<file path="src/rtl/uart_irq_ident.sv">
module uart_irq_ident #(
  parameter logic [2:0] OFS_DATA = 3'd0,
  parameter logic [2:0] OFS_IER  = 3'd1,
  parameter logic [2:0] OFS_IIR  = 3'd2,
  parameter logic [2:0] OFS_LSR  = 3'd5
) (
  input  logic       clk,
  input  logic       rst_n,
  input  logic       acc_valid,
  input  logic       acc_write,
  input  logic [2:0] acc_addr,
  input  logic [7:0] acc_wdata,
  output logic [7:0] acc_rdata,
  input  logic       ovr_set,
  input  logic       rx_avail,
  input  logic       fifo_en,
  input  logic       modem_delta,
  output logic       irq
);
  localparam logic [3:0] CODE_LINE = 4'h6;
  localparam logic [3:0] CODE_RX   = 4'hC;
  localparam logic [3:0] CODE_TX   = 4'h2;
  localparam logic [3:0] CODE_MDM  = 4'h0;
  localparam logic [3:0] CODE_NONE = 4'h1;

  logic [3:0] ier_q;
  logic       thre_q;
  logic       ovr_q;
  logic [3:0] code;

  wire rd = acc_valid & ~acc_write;
  wire wr = acc_valid & acc_write;
  wire rd_iir = rd & (acc_addr == OFS_IIR);
  wire rd_lsr = rd & (acc_addr == OFS_LSR);

  always_comb begin
    if (ovr_q & ier_q[2])            code = CODE_LINE;
    else if (rx_avail & ier_q[0])    code = CODE_RX;
    else if (thre_q & ier_q[1])      code = CODE_TX;
    else if (modem_delta & ier_q[3]) code = CODE_MDM;
    else                             code = CODE_NONE;
  end

  assign irq = (code != CODE_NONE);

  always_ff @(posedge clk) begin
    if (!rst_n) begin
      ier_q  <= '0;
      thre_q <= 1'b0;
      ovr_q  <= 1'b0;
    end else begin
      if (wr && acc_addr == OFS_IER) ier_q <= acc_wdata[3:0];
      if (wr && acc_addr == OFS_DATA) thre_q <= 1'b1;
      else if (rd_iir && code == CODE_TX) thre_q <= 1'b0;
      if (ovr_set) ovr_q <= 1'b1;
      else if (rd_lsr) ovr_q <= 1'b0;
    end
  end

  always_comb begin
    acc_rdata = 8'h00;
    if (rd) begin
      case (acc_addr)
        OFS_IER: acc_rdata = {4'h0, ier_q};
        OFS_IIR: acc_rdata = {{2{fifo_en}}, 2'b00, code};
        OFS_LSR: acc_rdata = {1'b0, 2'b11, 3'b000, ovr_q, rx_avail};
        default: acc_rdata = 8'hFF;
      endcase
    end
  end

  assert_ier_upper_R3: assert property (@(posedge clk) disable iff (!rst_n)
    (rd && acc_addr == OFS_IER) |-> acc_rdata[7:4] == 4'h0);
  assert_thre_set_R4: assert property (@(posedge clk) disable iff (!rst_n)
    (wr && acc_addr == OFS_DATA) |=> thre_q);
  assert_thre_clear_R5: assert property (@(posedge clk) disable iff (!rst_n)
    (rd_iir && acc_rdata[3:0] == CODE_TX) |=> !thre_q);
  assert_lsr_fixed_R7: assert property (@(posedge clk) disable iff (!rst_n)
    rd_lsr |-> acc_rdata[6:5] == 2'b11);
  assert_ovr_clear_R7: assert property (@(posedge clk) disable iff (!rst_n)
    (rd_lsr && !ovr_set) |=> !ovr_q);
  assert_ovr_wins_R10: assert property (@(posedge clk) disable iff (!rst_n)
    ovr_set |=> ovr_q);
  assert_irq_enable_R8: assert property (@(posedge clk) disable iff (!rst_n)
    irq |-> (ier_q != 4'h0));
endmodule

</file>
<file path="config.mk">
export PLATFORM = sky130hd
export DESIGN_NAME = uart_irq_ident
export DESIGN_NICKNAME = d
export VERILOG_FILES = /design/src/rtl/uart_irq_ident.sv
export SDC_FILE = /design/constraint.sdc
export NUM_CORES = 1
export LEC_CHECK = 0
export CORE_MARGIN = 10
export CORE_UTILIZATION = 30
export CTS_CLUSTER_SIZE = 28
export DETAILED_ROUTE_END_ITERATION = 16
export HOLD_SLACK_MARGIN = 0.03
export PLACE_DENSITY = 0.67
export SYNTH_ARGS = -nofsm -noshare
export SYNTH_HDL_FRONTEND = slang
export SYNTH_SLANG_ARGS = --single-unit
</file>
<file path="constraint.sdc">
create_clock -name clk -period 2.3 [get_ports clk]
set_input_delay 0.575 -clock clk [delete_from_list [all_inputs] [get_ports clk]]
set_output_delay 0.575 -clock clk [all_outputs]
set_load 0.05 [all_outputs]
</file>
### Word level (Yosys, flattened, before mapping)

Index checks and enable logic that the tools add are counted.

| operators by class | value |
|---|---|
| add/subtract/negate cells | 0 |
| multipliers | 0 |
| div/mod/pow operators | 0 |
| $lt $le $gt $ge | 0 |
| equal/unequal tests | 5 |
| shifts and indexed selects | 0 |
| mux-type cells | 10 |
| bitwise gates (word level) | 9 |
| reductions and logical operators | 6 |

Operators by type and width:

| cell | number |
|---|---|
| one-hot mux 8 bit (3 select lines) | 1 |
| AND 1 bit | 8 |
| two-way mux 4 bit | 2 |
| two-way mux 8 bit | 1 |
| two-way mux 1 bit | 5 |
| equality test 4 x 2 -> 1 bit, second input constant | 1 |
| inequality test 4 x 1 -> 1 bit, second input constant | 1 |
| nonzero test 2 bit | 2 |
| equality test 3 x 1 -> 1 bit, second input constant | 1 |
| equality test 3 x 2 -> 1 bit, second input constant | 1 |
| equality test 3 bit, second input constant | 1 |
| logical AND 1 bit | 3 |
| zero test 3 bit | 1 |
| two-way mux 2 bit | 1 |
| inverter 1 bit | 1 |

| word-level totals | value |
|---|---|
| flip-flop bits (word level) | 6 |
| latch bits | 0 |
| memory bits (writable) | 0 |
| memory bits (read-only) | 0 |
| input bits | 19 |
| output and inout bits | 9 |
| logic and storage cells | 33 |
| memories | 0 |

### Longest topological paths before layout

| logic depth | value |
|---|---|
| depth after elaboration | 9 |
| gate-level depth with buffers | 4 |
| depth with buffers taken out | 3 |

### Worst setup path after synthesis

Ideal clock, no wire load.

| timing | value |
|---|---|
| path type | input to output |
| start | in rx_avail |
| end | out acc_rdata[0] |
| arrival | 2.117 ns |
| data required time | 1.725 ns |
| slack | -0.392 ns |
| stages | 3 |
| path buffers | 0 |
| cells stage by stage | a22o_1 > a221o_1 > a221oi_2 |

| between the ends | value |
|---|---|
| cells in the longest elaborated chain, start to end | 5 |

Ends and longest elaborated chain:

| element | line | RTL |
|---|---|---|
| start: declaration | 15 | `input logic rx_avail,` |
| AND 1 bit | 38 | `else if (rx_avail & ier_q[0]) code = CODE_RX;` |
| two-way mux 4 bit | 38 |  |
| two-way mux 4 bit | 37 | `if (ovr_q & ier_q[2]) code = CODE_LINE;` |
| one-hot mux 8 bit (3 select lines) * | 63 | `case (acc_addr)` |
| two-way mux 8 bit * | 62 | `if (rd) begin` |
| end: declaration | 13 | `output logic [7:0] acc_rdata,` |

Every way passes the cells marked *; elsewhere a longest branch is shown, timed or not.

### Worst setup path in the final report

| timing | value |
|---|---|
| start | in acc_addr[2] |
| end | out acc_rdata[7] |

| between the ends | value |
|---|---|
| cells in the longest elaborated chain, start to end | 3 |

Ends and longest elaborated chain:

| element | line | RTL |
|---|---|---|
| start: declaration | 11 | `input logic [2:0] acc_addr,` |
| equality test 3 bit, or another cell as far along | 63 |  |
| one-hot mux 8 bit (3 select lines) * | 63 |  |
| two-way mux 8 bit * | 62 |  |

Marks and branches as above.

==> implementation parameters <==
Parameter                              Value

Run status
  Outcome ... completed

Setup path
  Number of cells on the worst reg-to-reg path ... 4
  CP arrival ... 1720 ps
  Total buffers and inverters traversed by the critical path ... 3
  Startpoint Class ... primary input
  Critical path peak fanout ... 4
  Type of destination of the critical path ... primary output
  Ordered list of cells on the worst path ... dlygate4sd2_1 -> or3b_4 -> nor2_1 -> nor3_2 -> buf_4 -> buf_12
  Worst path slowest cell ... sky130_fd_sc_hd__or3b_4
  Reg-to-Reg Start ... ovr_q
  Worst setup slack for register-to-register paths ... 1210 ps
  End of the worst register-to-register path ... thre_q
  Longest individual stage delay on the worst path ... 430 ps
  Cell family with the largest share of critical-path delay ... simple AND/OR/NAND/NOR gates
  Type of the setup path with the least slack ... primary input to primary output
  Critical path data required time ... 1730 ps

Cells and area
  Area grow syn2layout ... 114%
  Area of the multi-input gates ... 405 um^2
  Fraction of final layout cells with drive strength greater than 1 ... 43.0%
  FILL cells ... 127
  Antenna diode instance count ... 0
  Seq. cell area ... 120 um^2
  Design area ... 990 um^2
  Number of nets in the finished design ... 121
  Share of the core filled with cells ... 66.5%

Clock network
  Number of sinks handled by clock tree synthesis ... 6
  Clock-pin slew on the worst setup and hold paths ... 40 ps
  CTS HTree Levels ... 1
  Maximum buffer depth of the clock tree ... 2
  Buffer type at the clock tree root ... sky130_fd_sc_hd__clkbuf_4
  Total clock buffers created by CTS ... 3
  Buffer count from post-CTS setup fixing ... 0
  Skew-Pair Late Insertion Delay ... 240 ps
  CTS tree ... built

Logic synthesis
  Dominant cell by count in the synthesized netlist ... sky130_fd_sc_hd__nand2_1
  Fraction of the yosys area taken by sequential cells ... 25.9%
  Yosys top cell area share ... 25.9%
  Synthesis warning total ... 0
  Async set-or-reset flop fraction in the synthesized netlist ... 0%
  Post-synthesis area per instance ... 7.59 um^2
  Most frequent cells after synthesis ... 12 x sky130_fd_sc_hd__nand2_1, 6 x sky130_fd_sc_hd__dfxtp_1, 6 x sky130_fd_sc_hd__mux2i_1, 5 x sky130_fd_sc_hd__a21oi_1, 5 x sky130_fd_sc_hd__nor3_1
  Flip-flop cell with the highest count after synthesis ... sky130_fd_sc_hd__dfxtp_1
  Count of flip-flops with a built-in enable after synthesis ... 0
  Flops & latches, synth ... 6
  Cell types with the largest area share after synthesis ... sky130_fd_sc_hd__dfxtp_1 26%, sky130_fd_sc_hd__mux2i_1 13%, sky130_fd_sc_hd__nand2_1 9.7%, sky130_fd_sc_hd__a21oi_1 5.4%, sky130_fd_sc_hd__nor3_1 5.4%
  Cell area after synthesis ... 463 um^2
  Synthesized net count ... 80
  Cell type contributing the most total cell area after synthesis ... sky130_fd_sc_hd__dfxtp_1
  Synth Instances ... 61
  Netlist cell types ... 25

Die
  Overall die area ... 3510 um^2
  Num rows ... 14
  Die height ... 59.3 um
  I/O pin count ... 28
  Initial core utilization ... 31.1%
  Area of the core ... 1490 um^2
  Die extent in x ... 59.3 um

Placed design
  Post-Place Cell Area ... 896 um^2
  Buffers added on ports ... 23
  Final weighted congestion of routability-driven global placement ... 0.885
  Worst slack at placement ... -251 ps
  DPL Wire Length ... 1280 um

Detailed routing
  Number of nets with antenna violations after detailed routing ... 0
  Count of TritonRoute iterations in the first routing pass ... 4
  Total number of vias ... 609
  Wire per inst ... 14.3 um
  Starting DRT DRC Count ... 14
  Total wire length after detailed routing ... 1660 um
  Detailed-route vias per instance ... 5.25
  Total DRC errors in the routed layout ... 0

Global routing
  Pin count of the biggest net entering global routing ... 12
  Total GRT Usage ... 9.88%
  Number of global-route vias before repair ... 688
  GR Overflow Total ... 0
  Wire length of the first global-routing pass ... 2750 um
  Number of antenna violations at the first check in global routing ... 0

Timing
  Slew Limit Fails ... 0
  Number of hold violations in the final report ... 0
  Final setup violation count ... 0
  Unrepaired setup endpoints after global routing ... yes
  Worst Max-Slew Pin Slew ... 374 ps
  Setup skew after layout ... 3.80 ps
  Final clock period utilization by the worst path ... 99.7%
  Shortest clock period the worst path allows after layout ... 2290 ps
  Worst-case headroom to the max-slew limit ... 75.0%
  Fmax ... 0.436 GHz
  Worst Hold Slack ... 487 ps
  Setup ws final ... 6.28 ps

Power and ir drop
  Pwr per Cell Area ... 366 nW/um^2
  Leak Pwr ... 0.416 nW
  Overall power consumption ... 0.363 mW
  Maximum ir drop on the vdd rail ... 0.274 mV

Hold path
  Hold path endpoint ... ier_q[3]
  Origin of the worst min-delay path ... ier_q[3]
  Worst min-delay path class ... register to register
  Worst Hold Depth ... 2

Job
  Max-capacitance violation count ... 0
## state kept, by name, summed over array words and instances (netlist names)
name and count:
ier_q 4, ovr_q 1, thre_q 1
## worst max path at each step
| stage | startpoint | to | slack (ps) | depth (start not counted) |
|---|---|---|---|---|
| 2_1_floorplan | acc_write | acc_rdata[2] | -270 | 3 |
| 3_3_place_gp | rx_avail | acc_rdata[0] | -250 | 5 |
| 3_5_place_dp | rx_avail | acc_rdata[0] | -250 | 5 |
| 4_1_cts | acc_write | acc_rdata[7] | 3 | 6 |
| 5_1_grt | acc_addr[0] | acc_rdata[7] | -30 | 6 |
| 6_report | acc_addr[2] | acc_rdata[7] | 6 | 6 |
## worst min-delay path, delay by kind of cell (launching register included)
kind             cells  cell delay [ps]
flip-flops           1              320
multiplexers         1               50
AND/OR/NAND/NOR      1               60
## timing repair
action | in CTS | in global routing
pin swaps | 6 | 2
resized for setup | 14 | 11
setup endpoints to repair | 9 | 7
hold buffers | 0 | 0
## cell usage in the layout, fill, tap and decap left out
| master | n |
|---|---|
| sky130_fd_sc_hd__o21ai_1 | 1 |
| sky130_fd_sc_hd__a22o_1 | 1 |
| sky130_fd_sc_hd__inv_1 | 2 |
| sky130_fd_sc_hd__buf_12 | 7 |
| sky130_fd_sc_hd__a21oi_2 | 2 |
| sky130_fd_sc_hd__nand2b_2 | 1 |
| sky130_fd_sc_hd__nand2b_4 | 2 |
| sky130_fd_sc_hd__o21ai_0 | 2 |
| sky130_fd_sc_hd__a21oi_1 | 3 |
| sky130_fd_sc_hd__dlygate4sd2_1 | 5 |
| sky130_fd_sc_hd__a221o_1 | 1 |
| sky130_fd_sc_hd__nor3_4 | 3 |
| sky130_fd_sc_hd__nor2_1 | 3 |
| sky130_fd_sc_hd__or3b_4 | 1 |
| sky130_fd_sc_hd__nor2_2 | 1 |
| sky130_fd_sc_hd__buf_4 | 16 |
| sky130_fd_sc_hd__nor3b_1 | 1 |
| sky130_fd_sc_hd__a31oi_2 | 1 |
| sky130_fd_sc_hd__a32oi_1 | 1 |
| sky130_fd_sc_hd__nor4_1 | 1 |
| sky130_fd_sc_hd__nand2_1 | 12 |
| sky130_fd_sc_hd__buf_6 | 2 |
| sky130_fd_sc_hd__nor3_2 | 1 |
| sky130_fd_sc_hd__buf_2 | 1 |
| sky130_fd_sc_hd__clkdlybuf4s50_1 | 7 |
| sky130_fd_sc_hd__mux2i_1 | 6 |
| sky130_fd_sc_hd__clkbuf_4 | 3 |
| sky130_fd_sc_hd__nor2b_1 | 1 |
| sky130_fd_sc_hd__dfxtp_1 | 6 |
| sky130_fd_sc_hd__a221oi_4 | 2 |
| sky130_fd_sc_hd__dlymetal6s2s_1 | 1 |
| sky130_fd_sc_hd__nand4_1 | 1 |
| sky130_fd_sc_hd__nor3_1 | 2 |
## final cells by class
type | instances | share of cell area (%)
flip-flops and latches | 6 | 12.1
inverters | 2 | 0.759
clock buffers | 3 | 2.28
multi-input cells | 50 | 41.0
well taps | 16 | 2.02
repair buffers | 39 | 41.8
## per-stage QoR
stage / setup TNS [ps] / std cells
CTS: 0 / 116
finish: 0 / 116
global placement: -1560 / 113
floorplan: -1230 / 61
global route: -81.4 / 116
detailed placement: -1610 / 113
## layer usage
layer	GRT usage [%]	wire (um)	part of all wire [%]
met3	3.43	147	8.8
met1	8.92	619	37
met2	17.1	859	52
met5	0	0	0
met4	8.52	36	2.2
## cells by family (layout without fill, tap and decap cells)
group | Yosys count | after routing | share of synthesized area (%)
compound gates | 14 | 14 | 21.1
simple gates | 30 | 30 | 34.1
mux | 6 | 6 | 13.0
buf+inv | 5 | 44 | 5.94
flops | 6 | 6 | 25.9
## power breakdown
group          internal (mW)  switching, mW  leakage, nW
combinational         0.0801         0.0787        0.353
clock                 0.0588         0.0350       0.0138
sequential             0.107        0.00302       0.0488
Note: power is estimated with default switching activity, not from simulation.
